===== src/rtl/rdr_wake_pkg.sv =====
package rdr_wake_pkg;

  typedef enum logic [3:0] {
    S_OFF      = 4'd0,
    S_START    = 4'd1,
    S_CONFIRM  = 4'd2,
    S_IDLE     = 4'd3,
    S_STBY     = 4'd4,
    S_REC_SLOW = 4'd5,
    S_REC_FAST = 4'd6,
    S_RX       = 4'd7,
    S_FULL     = 4'd8
  } wake_state_e;

  typedef enum logic [1:0] {
    OM_IDLE = 2'd0,
    OM_RX   = 2'd1,
    OM_FULL = 2'd2,
    OM_STBY = 2'd3
  } op_mode_e;

  typedef struct packed {
    logic reg_en;
    logic osc_en;
    logic hf_sel;
    logic aux_on;
    logic rx_en;
    logic tx_en;
  } pwr_ctl_t;

  function automatic wake_state_e mode_to_state(op_mode_e m);
    case (m)
      OM_STBY: return S_STBY;
      OM_FULL: return S_FULL;
      OM_RX:   return S_RX;
      default: return S_IDLE;
    endcase
  endfunction

endpackage


===== src/rtl/rdr_wake_sync.sv =====
module rdr_wake_sync #(
  parameter int WIDTH  = 2,
  parameter int STAGES = 2
) (
  input  logic             clk,
  input  logic             rst_n,
  input  logic [WIDTH-1:0] async_i,
  output logic [WIDTH-1:0] sync_o
);
  logic [STAGES-1:0][WIDTH-1:0] stage_q;

  always_ff @(posedge clk or negedge rst_n) begin
    if (!rst_n) stage_q <= '0;
    else        stage_q <= {stage_q[STAGES-2:0], async_i};
  end

  assign sync_o = stage_q[STAGES-1];
endmodule


===== src/rtl/rdr_wake_timer.sv =====
module rdr_wake_timer #(
  parameter int CW = 11
) (
  input  logic          clk,
  input  logic          rst_n,
  input  logic          load_i,
  input  logic [CW-1:0] len_i,
  output logic          expired_o
);
  logic [CW-1:0] cnt_q;

  always_ff @(posedge clk or negedge rst_n) begin
    if (!rst_n)              cnt_q <= '0;
    else if (load_i)         cnt_q <= len_i - 1'b1;
    else if (cnt_q != '0)    cnt_q <= cnt_q - 1'b1;
  end

  assign expired_o = (cnt_q == '0);
endmodule


===== src/rtl/rdr_wake_mode_dec.sv =====
module rdr_wake_mode_dec
  import rdr_wake_pkg::*;
(
  input  logic [2:0] mode_bits_i,
  output op_mode_e   mode_o
);
  always_comb begin
    if (mode_bits_i[2])      mode_o = OM_STBY;
    else if (mode_bits_i[1]) mode_o = OM_FULL;
    else if (mode_bits_i[0]) mode_o = OM_RX;
    else                     mode_o = OM_IDLE;
  end
endmodule


===== src/rtl/rdr_wake_ctl_map.sv =====
module rdr_wake_ctl_map
  import rdr_wake_pkg::*;
(
  input  wake_state_e state_i,
  input  logic        wake_lvl_i,
  output pwr_ctl_t    ctl_o
);
  always_comb begin
    ctl_o = '0;
    case (state_i)
      S_START, S_REC_SLOW: begin
        ctl_o.reg_en = 1'b1;
        ctl_o.osc_en = 1'b1;
      end
      S_CONFIRM, S_IDLE, S_REC_FAST: begin
        ctl_o.reg_en = 1'b1;
        ctl_o.osc_en = 1'b1;
        ctl_o.hf_sel = 1'b1;
      end
      S_STBY: ctl_o.reg_en = 1'b1;
      S_RX: begin
        ctl_o.reg_en = 1'b1;
        ctl_o.osc_en = 1'b1;
        ctl_o.hf_sel = 1'b1;
        ctl_o.rx_en  = 1'b1;
      end
      S_FULL: begin
        ctl_o.reg_en = 1'b1;
        ctl_o.osc_en = 1'b1;
        ctl_o.hf_sel = 1'b1;
        ctl_o.rx_en  = 1'b1;
        ctl_o.tx_en  = 1'b1;
      end
      default: ctl_o = '0;
    endcase
    ctl_o.aux_on = (state_i != S_OFF) | wake_lvl_i;
  end
endmodule


===== src/rtl/rdr_wake_seq.sv =====
module rdr_wake_seq
  import rdr_wake_pkg::*;
#(
  parameter int WIN_CYC      = 1356,
  parameter int STBY_REC_CYC = 1356,
  parameter int IDLE_REC_CYC = 339,
  parameter int SYNC_STAGES  = 2
) (
  input  logic       clk,
  input  logic       rst_n,
  input  logic       host_en_i,
  input  logic       wake_pin_i,
  input  logic       supply_ok_i,
  input  logic       xtal_ok_i,
  input  logic [2:0] mode_bits_i,
  output logic       reg_en_o,
  output logic       osc_en_o,
  output logic       hf_clk_sel_o,
  output logic       aux_on_o,
  output logic       rx_en_o,
  output logic       tx_en_o,
  output logic       ready_o
);
  localparam int MAX_A = (WIN_CYC > STBY_REC_CYC) ? WIN_CYC : STBY_REC_CYC;
  localparam int MAX_C = (MAX_A > IDLE_REC_CYC) ? MAX_A : IDLE_REC_CYC;
  localparam int CW    = $clog2(MAX_C + 1);
  localparam logic [CW-1:0] WIN_LEN  = CW'(WIN_CYC);
  localparam logic [CW-1:0] SREC_LEN = CW'(STBY_REC_CYC);
  localparam logic [CW-1:0] FREC_LEN = CW'(IDLE_REC_CYC);

  logic [1:0]  pins_sync;
  logic        host_lvl, wake_lvl, wake_prev_q, wake_rise;
  wake_state_e state_q, nxt_state;
  logic        from_pin_q, pin_d;
  logic        rdy_q, rdy_d;
  logic        tmr_load, tmr_exp;
  logic [CW-1:0] tmr_len;
  logic        clk_ok, host_drop;
  op_mode_e    mode;
  pwr_ctl_t    ctl;

  rdr_wake_sync #(.WIDTH(2), .STAGES(SYNC_STAGES)) u_sync (
    .clk(clk), .rst_n(rst_n),
    .async_i({wake_pin_i, host_en_i}),
    .sync_o(pins_sync)
  );
  assign host_lvl = pins_sync[0];
  assign wake_lvl = pins_sync[1];

  always_ff @(posedge clk or negedge rst_n) begin
    if (!rst_n) wake_prev_q <= 1'b0;
    else        wake_prev_q <= wake_lvl;
  end
  assign wake_rise = wake_lvl & ~wake_prev_q;

  rdr_wake_timer #(.CW(CW)) u_timer (
    .clk(clk), .rst_n(rst_n),
    .load_i(tmr_load), .len_i(tmr_len), .expired_o(tmr_exp)
  );

  rdr_wake_mode_dec u_dec (.mode_bits_i(mode_bits_i), .mode_o(mode));

  assign clk_ok    = supply_ok_i & xtal_ok_i;
  assign host_drop = ~host_lvl &
                     ~(from_pin_q & ((state_q == S_START) | (state_q == S_CONFIRM)));

  always_comb begin
    nxt_state = state_q;
    tmr_load  = 1'b0;
    tmr_len   = '0;
    rdy_d     = 1'b0;
    pin_d     = from_pin_q;
    case (state_q)
      S_OFF: begin
        if (host_lvl) begin
          nxt_state = S_START;
          pin_d     = 1'b0;
        end else if (wake_rise) begin
          nxt_state = S_START;
          pin_d     = 1'b1;
        end
      end
      S_START: begin
        if (clk_ok) begin
          if (host_lvl) begin
            nxt_state = S_IDLE;
            pin_d     = 1'b0;
          end else begin
            nxt_state = S_CONFIRM;
            tmr_load  = 1'b1;
            tmr_len   = WIN_LEN;
          end
        end
      end
      S_CONFIRM: begin
        if (host_lvl) begin
          nxt_state = S_IDLE;
          pin_d     = 1'b0;
        end else if (tmr_exp) begin
          nxt_state = S_OFF;
          pin_d     = 1'b0;
        end
      end
      S_IDLE: begin
        if (mode == OM_STBY) nxt_state = S_STBY;
        else if (mode != OM_IDLE) begin
          nxt_state = S_REC_FAST;
          tmr_load  = 1'b1;
          tmr_len   = FREC_LEN;
        end
      end
      S_STBY: begin
        if (mode != OM_STBY) begin
          nxt_state = S_REC_SLOW;
          tmr_load  = 1'b1;
          tmr_len   = SREC_LEN;
        end
      end
      S_REC_SLOW, S_REC_FAST: begin
        if (tmr_exp) begin
          nxt_state = mode_to_state(mode);
          rdy_d     = (mode != OM_STBY);
        end
      end
      S_RX, S_FULL: nxt_state = mode_to_state(mode);
      default: nxt_state = S_OFF;
    endcase
    if ((state_q != S_OFF) && host_drop) begin
      nxt_state = S_OFF;
      tmr_load  = 1'b0;
      rdy_d     = 1'b0;
      pin_d     = 1'b0;
    end
  end

  always_ff @(posedge clk or negedge rst_n) begin
    if (!rst_n) begin
      state_q    <= S_OFF;
      from_pin_q <= 1'b0;
      rdy_q      <= 1'b0;
    end else begin
      state_q    <= nxt_state;
      from_pin_q <= pin_d;
      rdy_q      <= rdy_d;
    end
  end

  rdr_wake_ctl_map u_map (.state_i(state_q), .wake_lvl_i(wake_lvl), .ctl_o(ctl));

  assign reg_en_o     = ctl.reg_en;
  assign osc_en_o     = ctl.osc_en;
  assign hf_clk_sel_o = ctl.hf_sel;
  assign aux_on_o     = ctl.aux_on;
  assign rx_en_o      = ctl.rx_en;
  assign tx_en_o      = ctl.tx_en;
  assign ready_o      = rdy_q;
endmodule


===== config.mk =====
export PLATFORM = sky130hd
export DESIGN_NAME = rdr_wake_seq
export DESIGN_NICKNAME = d
export VERILOG_FILES = /design/src/rtl/rdr_wake_pkg.sv /design/src/rtl/rdr_wake_sync.sv /design/src/rtl/rdr_wake_timer.sv /design/src/rtl/rdr_wake_mode_dec.sv /design/src/rtl/rdr_wake_ctl_map.sv /design/src/rtl/rdr_wake_seq.sv
export SDC_FILE = /design/constraint.sdc
export NUM_CORES = 1
export LEC_CHECK = 0
export BUFFER_PORTS_ARGS = -buffer_cell sky130_fd_sc_hd__buf_2
export CAP_MARGIN = 20
export CORE_MARGIN = 10
export CORE_UTILIZATION = 43
export DETAILED_ROUTE_END_ITERATION = 16
export GPL_ROUTABILITY_DRIVEN = 0
export HOLD_SLACK_MARGIN = 0.05
export SLEW_MARGIN = 20
export SYNTH_ARGS = -nofsm -noshare
export SYNTH_HDL_FRONTEND = slang
export SYNTH_SLANG_ARGS = --single-unit

===== constraint.sdc =====
create_clock -name clk -period 7.1 [get_ports clk]
set_input_delay 1.775 -clock clk [delete_from_list [all_inputs] [get_ports clk]]
set_output_delay 1.775 -clock clk [all_outputs]
set_load 0.01 [all_outputs]

==> out/metrics.cfg, run 1 <==
[pwr]
clkPwrFrac_pct = 11.5
powerDensity_mw_per_mm2 = 358.5
vdd_drop_max_uv = 150.7
intPower_w = 0.0003248
leakage_nw = 0.6706
combPwrFrac_pct = 48.8
swShare_pct = 44.48
power.switching_w = 0.0002601
seqPwrFrac_pct = 39.7

[clock_network]
cts_root_buffer = clkbuf_4
cts_resized = 0
clock_path_buffers = 2
numClockSinks = 22
cts_buffers = 3
cts_htree_levels = 1
tritoncts = done
ctsHoldBuffers = 0
cts_setup_buffers = 0
cts.clk_slew.worst_paths_ns = 0.11
clk_latency_ns = 0.30

[floorplanning]
core-area_sq_mm = 0.003363
die_area_sq_mm = 0.006251
die_w_microns = 79.07
dieHeight_microns = 79.07
fp-row-count = 21
start_util_pct = 44.61
ios = 16

[finish]
final_area_sq_mm = 0.001632
final_common_cell = dfrtp_1
area_delta_synth_final_pct = 8.757
final_cell_mix = dfrtp_1, nor2_1, nand2_1, buf_2, o21ai_0
regArea_sq_um = 550.5
fill_cells = 355
antenna_cells = 0
final_layout_size_suffix_gt1_share_pct = 15.56
fin_cells = 226
final_nets = 194
multi_input_area_sq_um = 885.9

[synth]
yosysTopAreaCell = dfrtp_1
ys.flop_type = dfrtp_1
synthCells = 169
yosysWarnings = 0
synthArstFlopShare_pct = 100.0
netlist_top_cells_area = dfrtp_1, nor2_1, nand2_1
ys_types = 49
netlist.area_leader.share_pct = 36.70
seq_area_frac_synth_pct = 36.70
mappedNetlistArea_sq_mm = 0.001500
synth_edf_count = 0
synth_seq_cells = 22
synth_nets = 182
syn_area_per_cell_sq_um = 8.877

[worst_setup_path]
required_ns = 7.34
worstPathArrival_ns = 4.56
crit_path_start_kind = input port
rrSetupSlack_ns = 4.13
end_kind = flop
crit_fanout = 7
path_class = in2reg

[global_route]
use_met1_pct = 13.27
grt_pass1_vias = 1232
grt_use_met3_pct = 2.365
grt_max_degree = 23
grt_pass1_wl_microns = 5733
antenna_found_initial = 0
overflow = 0
grt_usage_pct = 11.17
use_met2_pct = 18.43
grt-busiest-layer = met2

[sta]
setup_tns_ns = 0
max_slew.worst_pin.slew_ns = 0.5639
final_hold_viol_count = 0
finalCriticalPeriod_ns = 4.321
rsz0062_at_grt = false
finalSetupViolations = 0
slew_headroom_pct = 62.09
drv_slew = 0
timing.final.crit_share_pct = 60.86
skew_ns = 0.004160
fmax_ghz = 0.2314

[route]
drcViolationCount = 0
ant_nets = 0
drtIter0Drc = 100
avgViaCountPerCell = 5.735
routed_wl_microns = 3418
routedWlPerCell_microns = 15.12
num_vias = 1296
first_pass_iters = 5

[place]
dp_cells = 222
placedInstanceArea_sq_mm = 0.001595
io_buffers = 15
detailed_place_hpwl_microns = 2604

[worst_hold_path]
holdCritPathClass = reg2reg

[job]
maxCapViolCount = 0

[run_status]
outcome = finished, final reports clean

## Yosys cell counts (3+ instances only)
| master | count |
|---|---|
| nor2b_1 | 4 |
| a32oi_1 | 3 |
| a21oi_1 | 9 |
| nor3_1 | 6 |
| nand3_1 | 4 |
| inv_1 | 7 |
| clkbuf_1 | 7 |
| nor2_1 | 21 |
| o211ai_1 | 3 |
| a211o_1 | 4 |
| nand2_1 | 15 |
| o21ai_0 | 10 |
| mux2i_1 | 5 |
| nand2b_1 | 3 |
| ha_1 | 4 |
| xnor2_1 | 3 |
| dfrtp_1 | 22 |
## final timing paths
path / from / cells after the start / end
max: mode_bits_i[2] / 13 / u_timer.cnt_q[4]$_DFFE_PN0P_
min: u_sync.stage_q[0]$_DFF_PN0_ / 0 / u_sync.sync_o[0]$_DFF_PN0_
max reg2reg: state_q[1]$_DFFE_PN0P_ / 9 / u_timer.cnt_q[4]$_DFFE_PN0P_
min reg2reg: u_sync.stage_q[0]$_DFF_PN0_ / 0 / u_sync.sync_o[0]$_DFF_PN0_
max in group asynchronous: rst_n / 1 / u_timer.cnt_q[4]$_DFFE_PN0P_
min in group asynchronous: rst_n / 1 / u_timer.cnt_q[7]$_DFFE_PN0P_
## power by group through the flow
stage / clock network (W) / logic, W / registers (W)
3_5_place_dp: 0 / 0.000287 / 0.000234
4_1_cts: 0.0000717 / 0.000289 / 0.000232
6_report: 0.0000672 / 0.000285 / 0.000232
2_1_floorplan: 0 / 0.000252 / 0.000200
5_1_grt: 0.0000789 / 0.000321 / 0.000241
3_3_place_gp: 0 / 0.000283 / 0.000233
## per-layer routing
layer	vias up	routed length, microns
met2	28	1657
met4	0	76
met3	9	136
met1	620	1547
li1	639	-
met5	-	0
## stage by stage
| stage | hold WS, ns | utilization [%] | setup WS, ns | total power (W) |
|---|---|---|---|---|
| 4_1_cts | 0.3744 | 48.51 | 2.809 | 0.0005927 |
| 2_1_floorplan | 0.3312 | - | 2.854 | 0.0004526 |
| 3_3_place_gp | 0.3347 | 47.43 | 2.585 | 0.0005161 |
| 5_1_grt | 0.3862 | 48.51 | 2.614 | 0.0006413 |
| 6_report | 0.3663 | 48.51 | 2.779 | 0.0005849 |
| 3_5_place_dp | 0.3355 | 47.43 | 2.483 | 0.0005211 |
## registers in the layout, indices dropped and copies added (netlist names)
register        flops
u_sync.stage_q      2
u_timer.cnt_q      11
state_q             4
u_sync.sync_o       2
ready_o             1
wake_prev_q         1
from_pin_q          1
## cell type report
class | count | share of cell area, %
clock buffers | 4 | 2.224
inverters | 7 | 1.610
multi-input cells | 132 | 54.29
flip-flops and latches | 22 | 33.74
well taps | 46 | 3.528
repair buffers | 15 | 4.601
## cells by family after synthesis
kind of cell	after synthesis	share of synthesized area [%]
multiplexers	6	4.087
adder cells (fa/ha/maj)	4	3.336
AND/OR/NAND/NOR	73	26.27
flip-flops	22	36.70
AO/OA/AOI/OAI	44	22.44
buffers and inverters	15	4.254
XOR/XNOR	5	2.920
## worst max-delay path, cell delays in order
cell and delay, ns:
buf_2 0.12, nor2_1 0.30, inv_1 0.12, ha_1 0.25, or3b_2 0.52, o32ai_4 0.22
nand2_4 0.11, a21oi_1 0.20, ha_1 0.30, nand2_1 0.08, a21o_1 0.17, a211o_1 0.28
a21oi_1 0.12
Note: power is estimated with default switching activity, not from simulation.
==> inputs of run 2 (changes only) <==
--- a/config.mk
+++ b/config.mk
@@ -5,6 +5,7 @@
 export SDC_FILE = /design/constraint.sdc
 export NUM_CORES = 1
 export LEC_CHECK = 0
+export ABC_AREA = 1
 export BUFFER_PORTS_ARGS = -buffer_cell sky130_fd_sc_hd__buf_2
 export CAP_MARGIN = 20
 export CORE_MARGIN = 10
==> constraint.sdc (replaced) <==
create_clock -name clk -period 3.97 [get_ports clk]
set_input_delay 0.9925 -clock clk [delete_from_list [all_inputs] [get_ports clk]]
set_output_delay 0.9925 -clock clk [all_outputs]
set_load 0.01 [all_outputs]
==> run 2 against run 1 <==
Cell area grew 6.0%. Die area up 2.7%. Global-route usage rose by 0.42 points. Clock-buffer cell count fell by 1. Via count grew 3.9%. Sequential power increased by 53%. Sequential share of layout area down 1.9 points. Largest cell class unchanged. Sequential cell count unchanged. Area after synthesis increased by 3.7%. Setup slack lost 1.7 ns.
==> out/metrics.cfg, run 2 <==
[route]
ant_nets = 0  ; unchanged
routed_wl_microns = 3322  ; was 3418 microns
routedWlPerCell_microns = 12.44  ; was 15.12 microns
num_vias = 1347  ; was 1296
drtIter0Drc = 120  ; was 100
drcViolationCount = 0  ; unchanged
first_pass_iters = 4  ; was 5
avgViaCountPerCell = 5.045  ; was 5.735

[floorplanning]
fp-row-count = 21  ; unchanged
start_util_pct = 45.53  ; was 44.61%
die_area_sq_mm = 0.006422  ; was 0.006251 sq mm
core-area_sq_mm = 0.003416  ; was 0.003363 sq mm
ios = 16  ; unchanged
die_w_microns = 80.14  ; was 79.07 microns
dieHeight_microns = 80.14  ; was 79.07 microns

[sta]
skew_ns = 0.008051  ; was 0.004160 ns
fmax_ghz = 0.3504
finalCriticalPeriod_ns = 2.854
holdWs_ns = 0.3713  ; was 0.3663 ns
rsz0062_at_grt = false  ; unchanged
final_hold_viol_count = 0  ; unchanged
slew_headroom_pct = 67.54  ; was 62.09%
setup_tns_ns = 0  ; unchanged
drv_slew = 0  ; unchanged
max_slew.worst_pin.slew_ns = 0.4868  ; was 0.5639 ns
setup_ws_ns = 1.116  ; was 2.779 ns
finalSetupViolations = 0  ; unchanged
timing.final.crit_share_pct = 71.89

[global_route]
use_met2_pct = 18.46  ; was 18.43%
grt-busiest-layer = met2  ; unchanged
use_met1_pct = 14.89  ; was 13.27%
antenna_found_initial = 0  ; unchanged
overflow = 0  ; unchanged
grt_usage_pct = 11.58  ; was 11.17%
grt_max_degree = 23  ; unchanged
grt_pass1_wl_microns = 6161  ; was 5733 microns
grt_use_met3_pct = 2.673  ; was 2.365%
grt_pass1_vias = 1365  ; was 1232

[finish]
final_common_cell = nand2_1  ; was dfrtp_1
final_cell_mix = nand2_1, inv_1, dfrtp_1, nor2_1, buf_2  ; was dfrtp_1, nor2_1, nand2_1, buf_2, o21ai_0
fin_util_pct = 50.62  ; was 48.51%
largest_reg_flops = 11  ; unchanged
final_layout_size_suffix_gt1_share_pct = 23.53  ; was 15.56%
final_nets = 235  ; was 194
antenna_cells = 0  ; unchanged
area_delta_synth_final_pct = 11.18  ; was 8.757%
largestRegisters = u_timer.cnt_q x11, state_q x4  ; unchanged
regMostFlops = u_timer.cnt_q  ; unchanged

[clock_network]
tritoncts = done  ; unchanged
ctsHoldBuffers = 0  ; unchanged
clock_path_buffers = 2  ; unchanged
cts_buffers = 3  ; unchanged
cts_resized = 0  ; unchanged
numClockSinks = 22  ; unchanged
cts_htree_levels = 1  ; unchanged
cts.clk_slew.worst_paths_ns = 0.14  ; was 0.11 ns
clk_latency_ns = 0.33  ; was 0.30 ns
cts_setup_buffers = 0  ; unchanged
cts_root_buffer = clkbuf_4  ; unchanged

[worst_hold_path]
min_to = u_sync.sync_o[0]$_DFF_PN0_  ; unchanged
holdCritPathClass = reg2reg  ; unchanged
min_path_cells = 0  ; unchanged
min_from = u_sync.stage_q[0]$_DFF_PN0_  ; unchanged

[pwr]
vdd_drop_max_uv = 297.5  ; was 150.7 uV
powerDensity_mw_per_mm2 = 709.3  ; was 358.5 mW/mm^2
total_power_w = 0.001226  ; was 0.0005849 W
leakage_nw = 0.9189  ; was 0.6706 nW

[run_status]
outcome = finished, final reports clean  ; unchanged

[synth]
yosysMostFrequentCell = nand2_1  ; was dfrtp_1
netlist.area_leader.share_pct = 35.40  ; was 36.70%
seq_area_frac_synth_pct = 35.40  ; was 36.70%
synth_edf_count = 0  ; unchanged
synth_nets = 216  ; was 182
ys_types = 35  ; was 49
yosysTopAreaCell = dfrtp_1  ; unchanged
synth_seq_cells = 22  ; unchanged
synth_commonest_cells = nand2_1, inv_1, dfrtp_1  ; was dfrtp_1, nor2_1, nand2_1
netlist_top_cells_area = dfrtp_1, nand2_1, inv_1  ; was dfrtp_1, nor2_1, nand2_1
mappedNetlistArea_sq_mm = 0.001555  ; was 0.001500 sq mm
yosysWarnings = 0  ; unchanged
synthArstFlopShare_pct = 100.0  ; unchanged
synthCells = 203  ; was 169
ys.flop_type = dfrtp_1  ; unchanged
syn_area_per_cell_sq_um = 7.661  ; was 8.877 sq um

[worst_setup_path]
crit_path_start_kind = input port  ; unchanged
crit_fanout = 9  ; was 7
cp_slowest_cell = a21oi_1  ; was or3b_2
rrSetupSlack_ns = 1.59  ; was 4.13 ns
end_kind = flop  ; unchanged
required_ns = 4.20  ; was 7.34 ns
worstPathArrival_ns = 3.08  ; was 4.56 ns
crit_top_cell = inv_1
cp_slowest_stage_delay_ns = 0.24  ; was 0.52 ns
reg2reg_from = state_q[0]$_DFFE_PN0P_  ; was state_q[1]$_DFFE_PN0P_
path_class = in2reg  ; unchanged
r2r_end = u_timer.cnt_q[6]$_DFFE_PN0P_  ; was u_timer.cnt_q[4]$_DFFE_PN0P_
crit_chain = buf_2, inv_1, a21oi_1, inv_1, ha_1, inv_1, nand3_1, nand3_2, nand2_8, inv_4, o21ai_2, inv_1, ha_1, nand3_4, nor2_8, nand2_1, xor2_1  ; was buf_2, nor2_1, inv_1, ha_1, or3b_2, o32ai_4, nand2_4, a21oi_1, ha_1, nand2_1, a21o_1, a211o_1, a21oi_1
r2r_cells = 12  ; was 9

[job]
maxCapViolCount = 0  ; unchanged

[place]
io_buffers = 15  ; unchanged
place_ws_ns = 0.7809  ; was 2.483 ns
detailed_place_hpwl_microns = 2692  ; was 2604 microns

-- run 2: cell types whose count changed in the layout (fill, tap and decap cells not counted), sizes merged, moves of 4 or more --
cell and change:
inv +32, mux2i -5, nor2 +7, nand3 +13
nand2 +35, a211o -4, nor2b -4
-- run 2: cell type report --
class                   instances  area [sq um]
clock buffers                   3         22.52
clock inverters                 1         30.03
fillers                       349          1687
inverters                      39         148.9
multi-input cells             141         844.6
flip-flops and latches         22         550.5
well taps                      46         57.56
repair buffers                 15         75.07
-- run 2: power by group --
| group | switching (W) | internal (W) |
|---|---|---|
| Sequential | 0.0000605 | 0.000295 |
| Clock | 0.0000766 | 0.000102 |
| Combinational | 0.000448 | 0.000245 |
| Total | 0.000585 | 0.000642 |
-- run 2: kinds of logic (layout without fill, tap and decap cells) --
group,after synthesis,after routing,synth area share (%)
simple gates,112,112,40.95
buf+inv,40,58,10.30
compound gates,22,22,8.448
flops,22,22,35.40
fa+ha+maj,4,4,3.218
xor+xnor,3,3,1.690
-- run 2: metrics by stage --
stage | instance area, sq um | std cells
5_1_grt | 1729 | 267
6_report | 1729 | 267
2_1_floorplan | 1555 | 203
3_5_place_dp | 1677 | 263
3_3_place_gp | 1677 | 263
4_1_cts | 1729 | 267
-- run 2: per-layer routing --
metal | part of all wire (%) | wire (microns)
met1 | 48 | 1588
met2 | 44 | 1471
met3 | 6.6 | 219
met4 | 1.3 | 42
met5 | 0 | 0
-- run 2: worst max path at each step --
stage	depth (start not counted)	slack, ns	endpoint	from
2_1_floorplan	16	1.11	u_timer.cnt_q[6]$_DFFE_PN0P_	mode_bits_i[1]
3_3_place_gp	16	0.88	u_timer.cnt_q[6]$_DFFE_PN0P_	mode_bits_i[0]
3_5_place_dp	17	0.78	u_timer.cnt_q[6]$_DFFE_PN0P_	mode_bits_i[1]
4_1_cts	17	1.12	u_timer.cnt_q[6]$_DFFE_PN0P_	mode_bits_i[1]
5_1_grt	19	0.83	u_timer.cnt_q[10]$_DFFE_PN0P_	mode_bits_i[1]
6_report	17	1.12	u_timer.cnt_q[6]$_DFFE_PN0P_	mode_bits_i[1]
-- run 2: critical path: cells and delay by family --
family / cells / cell delay, ns
compound gates: 2 / 0.34
fa+ha+maj: 2 / 0.42
buf+inv: 6 / 0.49
simple gates: 6 / 0.69
xor+xnor: 1 / 0.15
==> inputs of run 3 (changes only) <==
==> constraint.sdc (replaced) <==
create_clock -name clk -period 2.8 [get_ports clk]
set_input_delay 0.7 -clock clk [delete_from_list [all_inputs] [get_ports clk]]
set_output_delay 0.7 -clock clk [all_outputs]
set_load 0.01 [all_outputs]
==> run 3 against run 2 <==
Sequential share of layout area is 0.41 points lower. Total power is 43% higher. Core utilization is 0.66 points higher. Via count is 3.2% lower. Combinational power is 46% higher. Register-to-register slack worse by 1.0 ns. Wire length is 2.9% lower.
==> out/metrics.cfg, run 3 (synthesis gave the netlist of run 2 again) <==
[clock_network]
clk_latency_ns = 0.31  ; was 0.33 ns
cts.clk_slew.worst_paths_ns = 0.13  ; was 0.14 ns
numClockSinks = 22  ; unchanged
cts_setup_buffers = 0  ; unchanged
cts_root_buffer = clkbuf_4  ; unchanged
cts_resized = 0  ; unchanged
ctsHoldBuffers = 0  ; unchanged
cts_htree_levels = 1  ; unchanged
tritoncts = done  ; unchanged
clock_path_buffers = 2  ; unchanged
cts_buffers = 3  ; unchanged

[sta]
rsz0062_at_grt = false  ; unchanged
final_hold_viol_count = 0  ; unchanged
setup_ws_ns = 0.2879  ; was 1.116 ns
finalCriticalPeriod_ns = 2.512
drv_slew = 0  ; unchanged
finalSetupViolations = 0  ; unchanged
fmax_ghz = 0.3981
setup_tns_ns = 0  ; unchanged
timing.final.crit_share_pct = 89.72
max_slew.worst_pin.slew_ns = 0.4931  ; was 0.4868 ns
slew_headroom_pct = 67.13  ; was 67.54%
skew_ns = 0.001982  ; was 0.008051 ns

[pwr]
vdd_drop_max_uv = 374.2  ; was 297.5 uV
powerDensity_mw_per_mm2 = 1003  ; was 709.3 mW/mm^2
leakage_nw = 0.9333  ; was 0.9189 nW

[floorplanning]
die_area_sq_mm = 0.006422  ; unchanged
dieHeight_microns = 80.14  ; unchanged
core-area_sq_mm = 0.003416  ; unchanged
fp-row-count = 21  ; unchanged
start_util_pct = 45.53  ; unchanged
die_w_microns = 80.14  ; unchanged
ios = 16  ; unchanged

[worst_setup_path]
r2r_cells = 14  ; was 12
cp_slowest_stage_delay_ns = 0.27  ; was 0.24 ns
crit_chain = buf_2, inv_1, a21oi_1, inv_1, ha_1, inv_1, nand3_1, nand3_2, nand2_8, inv_4, o21ai_0, inv_1, ha_1, nand3_4, nor2_8, nand3_1, nand2_1, inv_1, nor2_1  ; was buf_2, inv_1, a21oi_1, inv_1, ha_1, inv_1, nand3_1, nand3_2, nand2_8, inv_4, o21ai_2, inv_1, ha_1, nand3_4, nor2_8, nand2_1, xor2_1
end_kind = flop  ; unchanged
cp.buffers_inverters = 7  ; was 6
crit_family = simple AND/OR/NAND/NOR gates  ; unchanged
required_ns = 3.06  ; was 4.20 ns
path_depth = 19  ; was 17
worstSetupEndpoint = u_timer.cnt_q[10]$_DFFE_PN0P_  ; was u_timer.cnt_q[6]$_DFFE_PN0P_
crit_fanout = 6  ; was 9
worstPathArrival_ns = 2.77  ; was 3.08 ns
crit_path_start_kind = input port  ; unchanged
crit_top_cell = inv_1  ; unchanged
r2r_end = u_timer.cnt_q[10]$_DFFE_PN0P_  ; was u_timer.cnt_q[6]$_DFFE_PN0P_
crit_start = mode_bits_i[1]  ; unchanged
rrSetupSlack_ns = 0.55  ; was 1.59 ns
path_class = in2reg  ; unchanged
reg2reg_from = state_q[0]$_DFFE_PN0P_  ; unchanged
cp_slowest_cell = a21oi_1  ; unchanged

[finish]
final_nets = 238  ; was 235
final_layout_size_suffix_gt1_share_pct = 24.55  ; was 23.53%
fin_cells = 270  ; was 267
fin_util_pct = 51.28  ; was 50.62%
antenna_cells = 0  ; unchanged
area_delta_synth_final_pct = 12.63  ; was 11.18%
final_cell_mix = nand2_1, inv_1, dfrtp_1, nor2_1, buf_2  ; unchanged
multi_input_area_sq_um = 844.6  ; unchanged
fill_cells = 361  ; was 349
largest_reg_flops = 11  ; unchanged
regArea_sq_um = 550.5  ; unchanged
largestRegisters = u_timer.cnt_q x11, state_q x4  ; unchanged
regMostFlops = u_timer.cnt_q  ; unchanged
final_area_sq_mm = 0.001752  ; was 0.001729 sq mm
final_common_cell = nand2_1  ; unchanged

[place]
place_ws_ns = 0.0001843  ; was 0.7809 ns
dp_cells = 266  ; was 263
detailed_place_hpwl_microns = 2682  ; was 2692 microns
placedInstanceArea_sq_mm = 0.001699  ; was 0.001677 sq mm
io_buffers = 15  ; unchanged

[route]
avgViaCountPerCell = 4.830  ; was 5.045
drtIter0Drc = 63  ; was 120
first_pass_iters = 4  ; unchanged
routedWlPerCell_microns = 11.94  ; was 12.44 microns
num_vias = 1304  ; was 1347
drcViolationCount = 0  ; unchanged
ant_nets = 0  ; unchanged
routed_wl_microns = 3225  ; was 3322 microns

[global_route]
grt_pass1_vias = 1329  ; was 1365
overflow = 0  ; unchanged
antenna_found_initial = 0  ; unchanged
grt_pass1_wl_microns = 5858  ; was 6161 microns
grt_max_degree = 23  ; unchanged
grt_usage_pct = 10.95  ; was 11.58%

[job]
maxCapViolCount = 0  ; unchanged

[worst_hold_path]
holdCritPathClass = in2async  ; was reg2reg

[run_status]
outcome = finished, final reports clean  ; unchanged

==> run 3: how the worst min path moves through the flow <==
stage	startpoint	to	slack [ns]	depth (start not counted)
2_1_floorplan	u_sync.stage_q[0]$_DFF_PN0_	u_sync.sync_o[0]$_DFF_PN0_	0.33	0
3_3_place_gp	u_sync.stage_q[0]$_DFF_PN0_	u_sync.sync_o[0]$_DFF_PN0_	0.33	0
3_5_place_dp	u_sync.stage_q[0]$_DFF_PN0_	u_sync.sync_o[0]$_DFF_PN0_	0.34	0
4_1_cts	rst_n	state_q[2]$_DFFE_PN0P_	0.34	1
5_1_grt	rst_n	state_q[2]$_DFFE_PN0P_	0.34	1
6_report	rst_n	state_q[2]$_DFFE_PN0P_	0.33	1
==> run 3: layout make-up <==
class | instances | share of cell area, %
multi-input cells | 141 | 48.21
clock inverters | 1 | 1.714
flip-flops and latches | 22 | 31.43
repair buffers | 18 | 5.571
inverters | 39 | 8.500
well taps | 46 | 3.286
clock buffers | 3 | 1.286
==> run 3: worst register-to-register path, stage by stage (launching register included) <==
cell and delay, ns:
dfrtp_1 0.46, nor2_1 0.25, nand2_1 0.21, nand3_4 0.24
nand2_8 0.07, inv_4 0.08, o21ai_0 0.08, inv_1 0.07
ha_1 0.21, nand3_4 0.12, nor2_8 0.13, nand3_1 0.08
nand2_1 0.07, inv_1 0.04, nor2_1 0.09
==> run 3: power breakdown <==
| group | total (W) | internal (W) | switching (W) |
|---|---|---|---|
| clock | 0.000250 | 0.000145 | 0.000105 |
| combinational | 0.00101 | 0.000368 | 0.000638 |
| sequential | 0.000502 | 0.000418 | 0.0000839 |
| total | 0.00176 | 0.000930 | 0.000827 |
==> run 3: per-layer routing <==
layer | global-route usage [%] | vias to the layer above | routed length [microns]
li1 | - | 686 | -
met1 | 14.83 | 588 | 1665
met2 | 17.09 | 26 | 1354
met3 | 2.561 | 4 | 184
met4 | 2.465 | 0 | 21
met5 | 0 | - | 0
==> run 3: stage by stage <==
| step | hold WS [ns] | total power [W] |
|---|---|---|
| after global routing | 0.3442 | 0.001934 |
| after CTS | 0.3379 | 0.001770 |
| after floorplan | 0.3312 | 0.001280 |
| final | 0.3269 | 0.001758 |
| after detailed placement | 0.3436 | 0.001516 |
| after global placement | 0.3346 | 0.001504 |
